--- src/rtl/cai_pkg.sv ---
package cai_pkg;
  localparam int UNIT_LINES  = 8;
  localparam int CASCADE_PIN = 2;
  localparam int VECTOR_W    = 8;
  localparam int NUM_UNITS   = 2;
endpackage

--- src/rtl/cai_resolver.sv ---
module cai_resolver #(
  parameter int LINES = 8
) (
  input  logic [LINES-1:0]         req,
  input  logic [LINES-1:0]         busy,
  input  logic [$clog2(LINES)-1:0] rot_base,
  output logic                     win_v,
  output logic [$clog2(LINES)-1:0] win_idx
);
  localparam int IW = $clog2(LINES);
  localparam int RW = IW + 1;

  logic [RW-1:0] req_rank;
  logic [RW-1:0] busy_rank;
  logic [IW-1:0] pos;

  // Scan from lowest rank last so the best rank is left in place.
  always_comb begin
    req_rank  = RW'(LINES);
    busy_rank = RW'(LINES);
    win_idx   = '0;
    pos       = '0;
    for (int p = LINES - 1; p >= 0; p--) begin
      pos = rot_base + IW'(p);
      if (req[pos]) begin
        req_rank = RW'(p);
        win_idx  = pos;
      end
      if (busy[pos]) busy_rank = RW'(p);
    end
    win_v = (req_rank < busy_rank);
  end
endmodule

--- src/rtl/cai_unit.sv ---
module cai_unit #(
  parameter int LINES = 8
) (
  input  logic                     clk,
  input  logic                     rst_n,
  input  logic [LINES-1:0]         line,
  input  logic [LINES-1:0]         lvl,
  input  logic [LINES-1:0]         imr,
  input  logic [LINES-1:0]         cas_set,
  input  logic                     aeoi,
  input  logic                     rot,
  input  logic                     ack,
  input  logic [$clog2(LINES)-1:0] ack_idx,
  output logic [LINES-1:0]         irr,
  output logic [LINES-1:0]         isr,
  output logic                     win_v,
  output logic [$clog2(LINES)-1:0] win_idx
);
  localparam int IW = $clog2(LINES);

  logic [LINES-1:0] last_q;
  logic [IW-1:0]    base_q;
  logic [LINES-1:0] ack_bit;
  logic [LINES-1:0] edge_set;
  logic [LINES-1:0] irr_nxt;
  logic [LINES-1:0] isr_nxt;
  logic [IW-1:0]    base_nxt;

  cai_resolver #(.LINES(LINES)) u_res (
    .req      (irr & ~imr),
    .busy     (isr),
    .rot_base (base_q),
    .win_v    (win_v),
    .win_idx  (win_idx)
  );

  always_comb begin
    ack_bit  = ack ? (LINES'(1) << ack_idx) : '0;
    edge_set = (line & ~last_q) | cas_set;
    // Level inputs follow the line; edge inputs hold until acknowledged.
    irr_nxt  = (lvl & line) | (~lvl & ((irr & ~ack_bit) | edge_set));
    isr_nxt  = aeoi ? isr : (isr | ack_bit);
    base_nxt = (ack && aeoi && rot) ? IW'(ack_idx + 1'b1) : base_q;
  end

  always_ff @(posedge clk or negedge rst_n) begin
    if (!rst_n) begin
      irr    <= '0;
      isr    <= '0;
      last_q <= '0;
      base_q <= '0;
    end else begin
      irr    <= irr_nxt;
      isr    <= isr_nxt;
      last_q <= line;
      base_q <= base_nxt;
    end
  end
endmodule

--- src/rtl/cai_cascade.sv ---
module cai_cascade
  import cai_pkg::*;
#(
  parameter int LINES   = UNIT_LINES,
  parameter int CAS_PIN = CASCADE_PIN,
  parameter int VEC_W   = VECTOR_W
) (
  input  logic             clk,
  input  logic             rst_n,
  input  logic [LINES-1:0] irq_m,
  input  logic [LINES-1:0] irq_s,
  input  logic [LINES-1:0] lvl_m,
  input  logic [LINES-1:0] lvl_s,
  input  logic [LINES-1:0] imr_m,
  input  logic [LINES-1:0] imr_s,
  input  logic [VEC_W-1:0] base_m,
  input  logic [VEC_W-1:0] base_s,
  input  logic             aeoi_m,
  input  logic             aeoi_s,
  input  logic             rot_m,
  input  logic             rot_s,
  input  logic             ack,
  output logic             int_req,
  output logic             ack_done,
  output logic [VEC_W-1:0] vector,
  output logic [LINES-1:0] irr_m,
  output logic [LINES-1:0] isr_m,
  output logic [LINES-1:0] irr_s,
  output logic [LINES-1:0] isr_s
);
  localparam int IW     = $clog2(LINES);
  localparam int KEEP_W = VEC_W - IW;
  localparam logic [LINES-1:0] CAS_BIT = LINES'(1) << CAS_PIN;
  localparam logic [IW-1:0]    SPUR    = IW'(LINES - 1);
  localparam logic [IW-1:0]    CAS_IDX = IW'(CAS_PIN);

  logic [LINES-1:0] line_a  [NUM_UNITS];
  logic [LINES-1:0] lvl_a   [NUM_UNITS];
  logic [LINES-1:0] imr_a   [NUM_UNITS];
  logic [LINES-1:0] cas_a   [NUM_UNITS];
  logic [LINES-1:0] irr_a   [NUM_UNITS];
  logic [LINES-1:0] isr_a   [NUM_UNITS];
  logic             aeoi_a  [NUM_UNITS];
  logic             rot_a   [NUM_UNITS];
  logic             ack_a   [NUM_UNITS];
  logic             win_v_a [NUM_UNITS];
  logic [IW-1:0]    win_i_a [NUM_UNITS];

  logic             via_cas;
  logic [VEC_W-1:0] vec_nxt;

  // Primary input CAS_PIN is owned by the cascade path only.
  assign line_a[0] = irq_m & ~CAS_BIT;
  assign lvl_a[0]  = lvl_m & ~CAS_BIT;
  assign imr_a[0]  = imr_m;
  assign aeoi_a[0] = aeoi_m;
  assign rot_a[0]  = rot_m;
  assign line_a[1] = irq_s;
  assign lvl_a[1]  = lvl_s;
  assign imr_a[1]  = imr_s;
  assign aeoi_a[1] = aeoi_s;
  assign rot_a[1]  = rot_s;
  assign cas_a[1]  = '0;

  always_comb begin
    via_cas  = win_v_a[0] && (win_i_a[0] == CAS_IDX);
    ack_a[0] = ack && win_v_a[0];
    ack_a[1] = ack && via_cas && win_v_a[1];
    // A secondary winner that is being served now does not re-arm input 2.
    cas_a[0] = (win_v_a[1] && !ack_a[1]) ? CAS_BIT : '0;
    if (!win_v_a[0])
      vec_nxt = {base_m[VEC_W-1:IW], SPUR};
    else if (via_cas)
      vec_nxt = {base_s[VEC_W-1:IW], win_v_a[1] ? win_i_a[1] : SPUR};
    else
      vec_nxt = {base_m[VEC_W-1:IW], win_i_a[0]};
  end

  for (genvar u = 0; u < NUM_UNITS; u++) begin : g_unit
    cai_unit #(.LINES(LINES)) u_unit (
      .clk     (clk),
      .rst_n   (rst_n),
      .line    (line_a[u]),
      .lvl     (lvl_a[u]),
      .imr     (imr_a[u]),
      .cas_set (cas_a[u]),
      .aeoi    (aeoi_a[u]),
      .rot     (rot_a[u]),
      .ack     (ack_a[u]),
      .ack_idx (win_i_a[u]),
      .irr     (irr_a[u]),
      .isr     (isr_a[u]),
      .win_v   (win_v_a[u]),
      .win_idx (win_i_a[u])
    );
  end

  always_ff @(posedge clk or negedge rst_n) begin
    if (!rst_n) begin
      ack_done <= 1'b0;
      vector   <= '0;
    end else begin
      ack_done <= ack;
      if (ack) vector <= vec_nxt;
    end
  end

  assign int_req = win_v_a[0];
  assign irr_m   = irr_a[0];
  assign isr_m   = isr_a[0];
  assign irr_s   = irr_a[1];
  assign isr_s   = isr_a[1];

  logic unused_keep;
  assign unused_keep = ^{KEEP_W{1'b0}};
endmodule

--- config.mk ---
export PLATFORM = sky130hd
export DESIGN_NAME = cai_cascade
export DESIGN_NICKNAME = d
export VERILOG_FILES = /design/src/rtl/cai_pkg.sv /design/src/rtl/cai_resolver.sv /design/src/rtl/cai_unit.sv /design/src/rtl/cai_cascade.sv
export SDC_FILE = /design/constraint.sdc
export NUM_CORES = 1
export LEC_CHECK = 0
export BUFFER_PORTS_ARGS = -buffer_cell sky130_fd_sc_hd__buf_4
export CAP_MARGIN = 20
export CORE_MARGIN = 5
export CORE_UTILIZATION = 53
export CTS_BUF_LIST = sky130_fd_sc_hd__clkbuf_4
export CTS_CLUSTER_SIZE = 10
export DETAILED_ROUTE_END_ITERATION = 12
export PLACE_DENSITY = 0.82
export SETUP_SLACK_MARGIN = 0.1
export SYNTH_ARGS = -nofsm -noshare
export SYNTH_HDL_FRONTEND = slang
export SYNTH_SLANG_ARGS = --single-unit
--- constraint.sdc ---
create_clock -name clk -period 3.97 [get_ports clk]
set_input_delay 0.397 -clock clk [delete_from_list [all_inputs] [get_ports clk]]
set_output_delay 0.397 -clock clk [all_outputs]
set_load 0.05 [all_outputs]
Word level (Yosys, flattened, before mapping):

Index checks and enable logic that the tools add are counted.

* bits in registers: 62
* input port bits: 71
* output and inout bits: 42
* word-level logic and storage cells: 200

* add/sub/neg operators: 16
* $lt $le $gt $ge: 18
* equal/unequal tests: 1
* shifts and indexed selects: 2
* mux-type cells: 118
* bitwise operators: 25
* reduce and logical (&&, ||, !) cells: 10

Operator list (count)
* 4-bit two-way mux: 32
* 1-bit binary-select mux with 3-bit select: 32
* 8-bit AND: 10
* 3-bit by 4-bit < comparator with 1-bit output, second input constant: 16
* 8-bit inverter: 8
* 3-bit two-way mux: 18
* 8-bit bitwise OR: 6
* 1-bit two-way mux: 32
* 8-bit two-way mux: 4
* 3-bit adder, second input constant: 8
* 1-bit by 3-bit << shifter with 8-bit output, first input constant: 2
* 3-bit by 1-bit adder with 3-bit output, second input constant: 4
* 3-bit by 2-bit adder with 3-bit output, second input constant: 4
* 1-bit logical AND: 9
* 4-bit < comparator: 2
* 8-bit by 3-bit bitwise OR with 8-bit output: 1
* 3-bit by 2-bit equality test with 1-bit output, second input constant: 1
* 1-bit zero test: 1

Longest topological paths before layout:

Gate-level depths: netlist (run 1).

* word-level depth: 23
* gate-level depth with buffers: 21
* gate-level depth less buffers: 17

Hierarchy:

Synthesis (run 1) repeated with hierarchy kept, for this count alone.

* cell total of the unflattened synthesis: 582
* area total of the unflattened synthesis: 5974.5 um2

By module, submodules not included
* cai_unit: instances 2, cells each 103, area an instance 1260.0 um2, seq. area each 675.6 um2
* cai_resolver (g_unit[1].u_unit.u_res): instances 1, cells each 171, area an instance 1574.0 um2, seq. area each 0.0 um2
* cai_resolver (g_unit[0].u_unit.u_res): instances 1, cells each 161, area an instance 1453.9 um2, seq. area each 0.0 um2
* cai_cascade: instances 1, cells each 44, area an instance 426.7 um2, seq. area each 225.2 um2

Least setup slack after synthesis (run 1):

Ideal clock, no wire load.

* path kind: flip-flop to flip-flop
* start point: reg g_unit[0].u_unit.base_q[0]
* end point: reg g_unit[1].u_unit.base_q[1]
* setup time: 125 ps
* data arrival time: 4532 ps
* required time: 3845 ps
* path slack: -687 ps
* cell stages (with the launch flop): 19
* path buffers: 4
* period minus slack after synthesis: 4657 ps
* path through: dfrtp_1 > buf_6 > inv_2 > buf_2 > ha_1 > buf_2 > mux4_2 > nor2b_1 > a211oi_1 > and3_1 > o21ai_0 > ha_1 > nor3_1 > o2111ai_1 > o32ai_4 > and4_1 > buf_6 > and3_4 > mux2_4

* cells in the longest elaborated chain, start to end: 17
* elaborated cells on any way between the ends: 70
* classes of those cells: add/sub: 7; order compare: 1; eq/ne: 1; mux: 56; reduce/logical: 5

RTL lines
* from (decl): line cai_unit.sv:22 `logic [IW-1:0] base_q;`
* from (signal assigned): line cai_unit.sv:56 `base_q <= base_nxt;`
* 3-bit adder: line cai_resolver.sv:24 `pos = rot_base + IW'(p);`
* 1-bit binary-select mux with 3-bit select, on equally long branches: line cai_resolver.sv:25, cai_resolver.sv:29
* 1-bit two-way mux, on equally long branches: line cai_resolver.sv:25, cai_resolver.sv:29
* 4-bit two-way mux, on equally long branches (8 in a row): line cai_resolver.sv:25, cai_resolver.sv:29
* 4-bit < comparator *: line cai_resolver.sv:31 `win_v = (req_rank < busy_rank);`
* via int_req: line cai_cascade.sv:23 `output logic int_req,`
* 1-bit logical AND *: line cai_cascade.sv:66 `via_cas = win_v_a[0] && (win_i_a[0] == CAS_IDX);`
* 1-bit logical AND * (2 in a row): line cai_cascade.sv:68 `ack_a[1] = ack && via_cas && win_v_a[1];`
* 1-bit logical AND * (2 in a row): line cai_unit.sv:43 `base_nxt = (ack && aeoi && rot) ? IW'(ack_idx + 1'b1) : base_q;`
* to (signal assigned): line cai_unit.sv:56
* to (decl): line cai_unit.sv:22

The timed path passes the listed nets; every way through them passes the cells marked *. The select of a mux whose other input is x is not followed.
A chain may end at the register's enable or synchronous reset.

Worst setup path after layout (run 1):

* start point: reg g_unit[0].u_unit.base_q[0]
* end point: reg g_unit[1].u_unit.base_q[2]

* cells in the longest elaborated chain, start to end: 17
* elaborated cells on any way between the ends: 70
* classes of those cells: add/sub: 7; order compare: 1; eq/ne: 1; mux: 56; reduce/logical: 5

RTL lines
* 3-bit adder: line cai_resolver.sv:24
* 1-bit binary-select mux with 3-bit select, on equally long branches: line cai_resolver.sv:25, cai_resolver.sv:29
* 1-bit two-way mux, on equally long branches: line cai_resolver.sv:25, cai_resolver.sv:29
* 4-bit two-way mux, or another cell as far along (8 in a row): line cai_resolver.sv:25 `if (req[pos]) begin`
* 4-bit < comparator or 3-bit by 2-bit equality test with 1-bit output (tied branches): line cai_resolver.sv:31, cai_cascade.sv:66
* 1-bit logical AND *: line cai_cascade.sv:66
* 1-bit logical AND * (2 in a row): line cai_cascade.sv:68
* 1-bit logical AND * (2 in a row): line cai_unit.sv:43

Mark *: on every way between the ends. The rest lies on a longest branch, timed or not. The select of a mux whose other input is x is not followed.

==> results_dict.tcl, run 1 <==
set metrics [dict create \
    status "finished, final reports clean" \
    die_w_um 115 \
    num_rows 38 \
    postCtsHoldBufs 0 \
    grt_overflow 0 \
    drive_above_1_share 0.417 \
    die_h_um 115 \
    dp_cells 892 \
    final_antenna_net_count 0 \
    synthesis.instances 607 \
    r2r-end "g_unit[1].u_unit.base_q[2]" \
    initial_core_util 0.537 \
    grt_pass1_wl_um 29900 \
    grt_max_degree 63 \
    dieArea_um2 13100 \
    synth-edff-count 0 \
    critPathMaxFanout 7 \
    crit_path_max_incr_delay_ps 450 \
    clkTransAtPathRegs_ps 110 \
    diodes 0 \
    rsz0062_at_grt "yes" \
    io_pins 113 \
    slew_viol_final 0 \
    syn2layout_area_growth_pct 36.0 \
    cts_tree "yes" \
    synth.distinct_cells 77 \
    gp_congestion 0.974 \
    yosys.area.top_type "dfrtp_1" \
    cts_sinks 62 \
    r2r_slack_ps 10 \
    synth.top_cell.area_share 0.267 \
    instances_no_fill 929 \
    clock_latency_ps 420 \
    dr_total_vias 5918 \
    postSynthRegisterBits 62 \
    grt.total_usage 0.286 \
    cp-start-kind "flop" \
    wl_um 19000 \
    setup_violations 0 \
    final_common_cell "buf_4" \
    r2r-start "g_unit[0].u_unit.base_q[0]" \
    grt_pass1_vias 5944 \
    ys_top_cells_by_area "dfrtp_1 (27%), mux4_2 (13%), mux2i_1 (7.8%), ha_1 (4.7%), nand2_1 (3.8%)" \
    relSlewSlack 0.483 \
    cp_data_required_time_ps 4280 \
    period_share 0.998 \
    syn-num-nets 700 \
    syn_avg_cell_area_um2 9.56 \
    clock_path_buffers 2 \
    tightest_slew_ps 775 \
    hold_violations 0 \
    ys_warn_count 0 \
    drt_iter0_markers 546 \
    cts_made_buffers 9 \
    place_area_um2 7220 \
    layout_common_cells "buf_4 (176), dfrtp_1 (59), nand2_1 (56)" \
    final_area_um2 7890 \
    crit_type "reg2reg" \
    cts_max_level 3 \
    worstPathArrival_ps 4270 \
    holdWs_ps 29.9 \
    yosys_most_used_dff "dfrtp_1" \
    antenna_found_initial 0 \
    slowest_stage "dfrtp_2" \
    async_flop_share 1.00 \
    nFillCells 771 \
    wl_per_cell_um 20.5 \
    dp_hpwl_um 14300 \
    reg2regPathDepth 17 \
    hold_class "in2async" \
    via_per_inst 6.37 \
    fin_nets 877 \
    yosysSeqAreaShare 0.267 \
    finalCriticalPeriod_ps 3960 \
    portBuffers 104 \
    cp_cell_sequence "buf_12 -> inv_12 -> ha_4 -> mux4_2 -> and2_1 -> a211oi_4 -> nor2_1 -> a21oi_2 -> ha_4 -> o21a_1 -> o21a_1 -> o32ai_4 -> buf_4 -> buf_6 -> and4_4 -> and3_4 -> mux2_4" \
    syn_area_um2 5800 \
    fmax_mhz 253 \
    cp-end-kind "flop" \
    fin_skew_ps 12.7 \
    coreArea_um2 10800 \
    drc 0 \
    first_pass_iters 6 \
    cap_violations 0 \
    cts_root_buf "clkbuf_4" \
]
[cell type report]
| class | instances | area [um2] | area share |
|---|---|---|---|
| multi-input combinational | 483 | 4290 | 0.544 |
| sequential | 62 | 1560 | 0.197 |
| inverter | 32 | 136 | 0.0173 |
| clock inverter | 7 | 63.8 | 0.00809 |
| timing repair buffer | 196 | 1600 | 0.203 |
| clock buffer | 9 | 67.6 | 0.00857 |
| tap | 140 | 175 | 0.0222 |
[flip-flops by register name, summed over array words and instances, names as in the netlist]
register              cells
ack_done                  1
g_unit.u_unit.isr        16
g_unit.u_unit.irr        16
g_unit.u_unit.base_q      6
g_unit.u_unit.last_q     15
vector                    8
[metal layers]
layer / GRT usage / vias to the layer above / share of wire
met5: 0 / - / 0
met4: 0.116 / 0 / 0.037
met3: 0.0407 / 69 / 0.058
met2: 0.498 / 282 / 0.51
met1: 0.356 / 2928 / 0.40
li1: - / 2639 / -
[critical path: cells and delay by family, from the launching register on]
| kind | cells | cell delay (ps) |
|---|---|---|
| and+or+nand+nor | 4 | 790 |
| buffers and inverters | 4 | 440 |
| muxes | 2 | 670 |
| adders and majority gates | 2 | 540 |
| DFF | 1 | 450 |
| AOI/OAI and AO/OA | 5 | 970 |
[kinds of logic (layout without fill, tap and decap cells)]
group / count (synthesis) / count (layout) / synth area share
muxes: 94 / 94 / 0.243
xor gates and xnor gates: 8 / 8 / 0.0160
and+or+nand+nor: 205 / 205 / 0.179
DFF: 62 / 62 / 0.267
adders and majority gates: 22 / 22 / 0.0475
AOI/OAI and AO/OA: 154 / 154 / 0.195
buffers and inverters: 62 / 244 / 0.0522
[cells in the mapped netlist, types with 6 or more instances]
cell type / instances
o22ai_1: 6
mux2i_2: 6
a32o_1: 10
nor2b_1: 26
ha_1: 22
buf_4: 6
a21o_1: 12
mux2_2: 7
nand2_1: 59
a2bb2oi_1: 6
dfrtp_1: 62
a21oi_1: 25
clkbuf_1: 9
nand2b_1: 23
a211oi_1: 8
nand3_1: 12
o21a_1: 7
inv_1: 27
mux4_2: 34
o21ai_0: 22
mux2i_1: 45
o211ai_1: 8
buf_2: 10
nor2_1: 46
[per-stage QoR]
| step | setup WS, ps | utilization | setup TNS [ps] |
|---|---|---|---|
| global route | -124 | 0.731 | -1310 |
| finish | 9.63 | 0.731 | 0 |
| global placement | 117 | 0.669 | 0 |
| detailed placement | -35.2 | 0.669 | -157 |
| floorplan | -175 | - | -498 |
| CTS | 45.0 | 0.708 | 0 |
[worst max path at each step]
stage / startpoint / end / slack (ps) / cells after the start
after floorplan: g_unit[0].u_unit.base_q[0] / g_unit[1].u_unit.base_q[1] / -180 / 19
after global placement: g_unit[0].u_unit.base_q[0] / g_unit[1].u_unit.irr[1] / 120 / 17
after detailed placement: g_unit[0].u_unit.base_q[0] / g_unit[1].u_unit.irr[1] / -40 / 14
after CTS: g_unit[0].u_unit.base_q[0] / int_req / 40 / 13
after global routing: g_unit[0].u_unit.base_q[0] / g_unit[1].u_unit.base_q[1] / -120 / 16
final: g_unit[0].u_unit.base_q[0] / g_unit[1].u_unit.base_q[2] / 10 / 17
[repair_timing]
item,in CTS,in global routing
cloned,1,1
buffers inserted,11,8
setup endpoints to repair,41,44
endpoints found under the hold margin,0,0
pin swaps,13,30
resized for setup,33,44
Power of run 1 is left out: the tool's default activity adds up to more than one toggle a clock period on the data nets, which glitch-free logic cannot reach.
==> inputs of run 2 (changes only) <==
Settings changed: CORE_UTILIZATION 53 to 35, PLACE_DENSITY 0.82 to 0.59.
==> run 2 against run 1 <==
Compared with the run above:
- cell area is 0.67% lower
- utilization shrank 25 points
- worst hold slack gained 22 ps
- highest routed layer unchanged
- critical path depth down 2
- critical path type is now reg2out
- non-clock buffer count is 1 lower
- via count is 5.2% lower
- register-to-register slack better by 150 ps
- wire length is 3.7% lower
- first-iteration DRC count down 25%
- die area is 47% higher
- fmax is 2.5% higher
==> results_dict.tcl, run 2 (synthesis gave the netlist of run 1 again) <==
set metrics [dict create \
    status "finished, final reports clean" \
    instances_no_fill 1008 \
    cp_data_required_time_ps 3570 \
    final_antenna_net_count 0 \
    finalCriticalPeriod_ps 3860 \
    dr_total_vias 5610 \
    cts_max_level 3 \
    clock_latency_ps 410 \
    drc 0 \
    grt.total_usage 0.185 \
    cts_root_buf "clkbuf_4" \
    slowest_stage "dfrtp_2" \
    fin_skew_ps 13.8 \
    layout_common_cells "buf_4 (187), dfrtp_1 (59), nand2_1 (58)" \
    postCtsHoldBufs 0 \
    drt_iter0_markers 409 \
    top_regs "g_unit.u_unit.irr x16, g_unit.u_unit.isr x16, g_unit.u_unit.last_q x15" \
    grt_pass1_vias 5685 \
    period_share 0.973 \
    die_h_um 139 \
    hold_violations 0 \
    crit_path_max_incr_delay_ps 490 \
    wl_per_cell_um 18.2 \
    critPathMaxFanout 5 \
    gp_congestion 0.909 \
    grt_pass1_wl_um 29600 \
    first_pass_iters 5 \
    io_pins 113 \
    clock_path_buffers 2 \
    grt_overflow 0 \
    dp_hpwl_um 14600 \
    via_per_inst 5.57 \
    hold_class "in2async" \
    cts_sinks 62 \
    relSlewSlack 0.490 \
    dieArea_um2 19200 \
    cap_violations 0 \
    slew_viol_final 0 \
    grt_max_degree 63 \
    initial_core_util 0.354 \
    crit_type "reg2out" \
    fmax_mhz 259 \
    cp-start-kind "flop" \
    syn2layout_area_growth_pct 35.1 \
    cp_cell_sequence "inv_8 -> ha_4 -> mux4_2 -> nor2b_4 -> a211o_1 -> nor2_1 -> a21oi_1 -> nor2_1 -> a21oi_2 -> ha_2 -> o21a_1 -> o21a_1 -> o32ai_4 -> buf_4 -> buf_8" \
    num_rows 47 \
    final_common_cell "buf_4" \
    setup_violations 0 \
    cts_made_buffers 9 \
    die_w_um 139 \
    cts_tree "yes" \
    dp_cells 971 \
    dp_slack_ps -37.4 \
    portBuffers 104 \
    antenna_found_initial 0 \
    worstPathArrival_ps 3460 \
    drive_above_1_share 0.409 \
    rsz0062_at_grt "yes" \
    clkTransAtPathRegs_ps 110 \
    diodes 0 \
    crit_start "g_unit[0].u_unit.base_q[0]" \
    coreArea_um2 16400 \
    wl_um 18300 \
    cp-end-kind "output pin" \
    fin_nets 876 \
    fin_ws_ps 108 \
    r2r_slack_ps 160 \
    tightest_slew_ps 764 \
    r2r-start "g_unit[0].u_unit.base_q[0]" \
]
-- run 2: cell count changes in the layout (fill, tap and decap cells not counted), sizes merged --
cell	delta
inv	-1
clkbuf	+1
clkinv	-2
clkinvlp	+2
bufbuf	-1
-- run 2: what timing repair did --
action                                  4_1_cts  5_1_grt
pin swaps                                     4       14
endpoints found under the setup margin       37       44
cloned                                        0        0
buffers inserted                              7       14
resized for setup                            15       33
-- run 2: cell type report --
type | count | area (um2)
Tap cell | 220 | 275
Clock inverter | 6 | 61.3
Clock buffer | 10 | 75.1
Sequential cell | 62 | 1560
Fill cell | 1558 | 8570
Timing Repair Buffer | 195 | 1540
Inverter | 32 | 135
Multi-Input combinational cell | 483 | 4200
-- run 2: path summary, 6_finish.rpt --
check	end	depth (start not counted)
min	g_unit[1].u_unit.irr[1]	1
min in group clk	g_unit[1].u_unit.last_q[3]	1
max reg2reg	g_unit[1].u_unit.irr[1]	18
min reg2reg	vector[0]	1
max in group asynchronous	g_unit[0].u_unit.base_q[0]	1
max	int_req	15
-- run 2: worst max-delay path, delay by kind of cell, from the launching register on --
family                   cells  cell delay, ps
AO/OA/AOI/OAI                6             910
AND/OR/NAND/NOR              3             410
buffers and inverters        3             350
multiplexers                 1             330
flip-flops                   1             490
adder cells (fa/ha/maj)      2             580
-- run 2: routing by layer --
| metal | vias up | share of wire | track usage |
|---|---|---|---|
| met2 | 202 | 0.50 | 0.324 |
| met3 | 46 | 0.049 | 0.0303 |
| met5 | - | 0 | 0 |
| met1 | 2720 | 0.42 | 0.235 |
| li1 | 2642 | - | - |
| met4 | 0 | 0.029 | 0.0561 |
-- run 2: metrics by stage --
step | area (um2) | util | hold WS [ps] | TNS [ps]
floorplan | 5910 | - | 101 | -498
global placement | 7320 | 0.446 | 472 | 0
detailed placement | 7320 | 0.446 | 485 | -127
CTS | 7580 | 0.462 | 58.0 | 0
global route | 7830 | 0.477 | 69.9 | -41.5
finish | 7830 | 0.477 | 52.0 | 0
Power of run 2 is left out for the same reason.
==> inputs of run 3 (changes only) <==
Settings changed: SETUP_SLACK_MARGIN 0.1 to 0.15.
==> run 3 against run 2 <==
Compared with the run above:
- utilization rose by 1.4 points
- critical path depth fell by 2
- cell count rose by 0.40%
- register-to-register slack got worse by 50 ps
- flip-flop and latch count did not move
- clock-buffer cell count fell by 1
- largest cell class unchanged
==> results_dict.tcl, run 3 (synthesis gave the netlist of run 1 again) <==
set metrics [dict create \
    gp_congestion 0.901 \
    slowest_stage "dfrtp_2" \
    portBuffers 104 \
    dr_total_vias 5571 \
    slew_viol_final 0 \
    hold_violations 0 \
    cp_top_family "compound AO/OA/AOI/OAI gates" \
    cp_cell_sequence "inv_8 -> ha_4 -> mux4_2 -> nor2b_4 -> a211o_1 -> a211oi_2 -> o21ai_2 -> ha_2 -> nor3_4 -> o2111ai_2 -> o32ai_4 -> buf_4 -> buf_8" \
    final_common_cell "buf_4" \
    fin_nets 880 \
    layout_common_cells "buf_4 (184), dfrtp_1 (60), nand2_1 (56)" \
    worstPathArrival_ps 3530 \
    cts_root_buf "clkbuf_4" \
    cts_sinks 62 \
    fmax_mhz 255 \
    fin_util 0.491 \
    clkTransAtPathRegs_ps 120 \
    final_antenna_net_count 0 \
    grt_pass1_vias 5714 \
    cp_data_required_time_ps 3570 \
    clock_path_buffers 2 \
    critPathMaxFanout 6 \
    dieArea_um2 19200 \
    r2r-end "g_unit[1].u_unit.base_q[2]" \
    finalCriticalPeriod_ps 3930 \
    initial_core_util 0.354 \
    cp-start-kind "flop" \
    drt_iter0_markers 440 \
    r2r_slack_ps 110 \
    cts_max_level 3 \
    wl_per_cell_um 18.5 \
    grt_pass1_wl_um 30000 \
    status "finished, final reports clean" \
    cts_made_buffers 9 \
    drive_above_1_share 0.433 \
    rsz0062_at_grt "yes" \
    nFillCells 1570 \
    setup_violations 0 \
    clock_latency_ps 410 \
    first_pass_iters 5 \
    fin_skew_ps 15.2 \
    crit_type "reg2out" \
    top_regs "g_unit.u_unit.irr x16, g_unit.u_unit.isr x16, g_unit.u_unit.last_q x15" \
    r2r-start "g_unit[0].u_unit.base_q[0]" \
    hold_class "in2async" \
    dp_hpwl_um 14900 \
    cap_violations 0 \
    fin_ws_ps 41.1 \
    via_per_inst 5.50 \
    die_h_um 139 \
    grt_max_degree 63 \
    reg2regPathDepth 15 \
    tns_ps 0 \
    die_w_um 139 \
    io_pins 113 \
    grt.total_usage 0.189 \
    grt_overflow 0 \
    syn2layout_area_growth_pct 39.0 \
    drc 0 \
    cp-end-kind "output pin" \
    coreArea_um2 16400 \
    diodes 0 \
    tightest_slew_ps 773 \
    crit_path_max_incr_delay_ps 510 \
    period_share 0.990 \
    dp_slack_ps -84.4 \
    antenna_found_initial 0 \
    wl_um 18700 \
    cts_tree "yes" \
    cp_num_buf_inv 3 \
    relSlewSlack 0.485 \
    num_rows 47 \
]
-- run 3: cell types whose count changed in the layout (fill, tap and decap cells not counted), sizes merged --
cell	delta
clkinv	-3
inv	+3
buf	+2
bufbuf	+1
clkinvlp	+1
-- run 3: cell type report --
type                    instances  area [um2]  area share
multi-input cells             483        4330       0.537
repair buffers                199        1620       0.201
flip-flops and latches         62        1550       0.193
well taps                     220         275      0.0341
inverters                      32         131      0.0163
clock inverters                 7        81.3      0.0101
clock buffers                   9        67.6     0.00838
-- run 3: routing by layer --
metal	routed length (um)	track usage	vias to the layer above	part of all wire
li1	-	-	2649	-
met1	7630	0.235	2753	0.41
met2	9860	0.344	148	0.53
met3	875	0.0293	21	0.047
met4	310	0.0443	0	0.017
met5	0	0	-	0
-- run 3: how the worst max path moves through the flow --
stage	cells past startpoint	startpoint	slack, ps	endpoint
after floorplan	19	g_unit[0].u_unit.base_q[0]	-180	g_unit[1].u_unit.base_q[1]
after global placement	15	g_unit[0].u_unit.base_q[0]	10	g_unit[1].u_unit.base_q[2]
after detailed placement	15	g_unit[0].u_unit.base_q[0]	-80	vector[5]
after CTS	13	g_unit[0].u_unit.base_q[0]	40	int_req
after global routing	15	g_unit[0].u_unit.base_q[0]	-140	int_req
final	13	g_unit[0].u_unit.base_q[0]	40	int_req
-- run 3: through the flow --
step                      cells  area (um2)  hold slack, ps
after floorplan             607        5910             101
after global placement      969        7320             469
after detailed placement    969        7320             490
after CTS                   998        7700            63.2
after global routing       1012        8060            53.6
final                      1012        8060            25.2
-- run 3: worst reg2reg max path, stage by stage (launching register included) --
cell and delay (ps):
dfrtp_2 510, inv_8 60, ha_4 300, mux4_2 340, nor2b_4 160, a211o_1 270, a211oi_2 190, o21ai_2 100
ha_2 200, nor3_4 210, o2111ai_2 170, o32ai_4 310, buf_6 160, and4_4 260, and3_4 210, mux2_4 290
-- run 3: timing repair --
item	in CTS	in global routing
setup buffers	12	13
gates resized for setup	22	57
endpoints found under the setup margin	45	45
cloned	1	1
hold endpoints to repair	0	0
hold buffers	0	0
pin swaps	9	36
Power of run 3 is left out for the same reason.
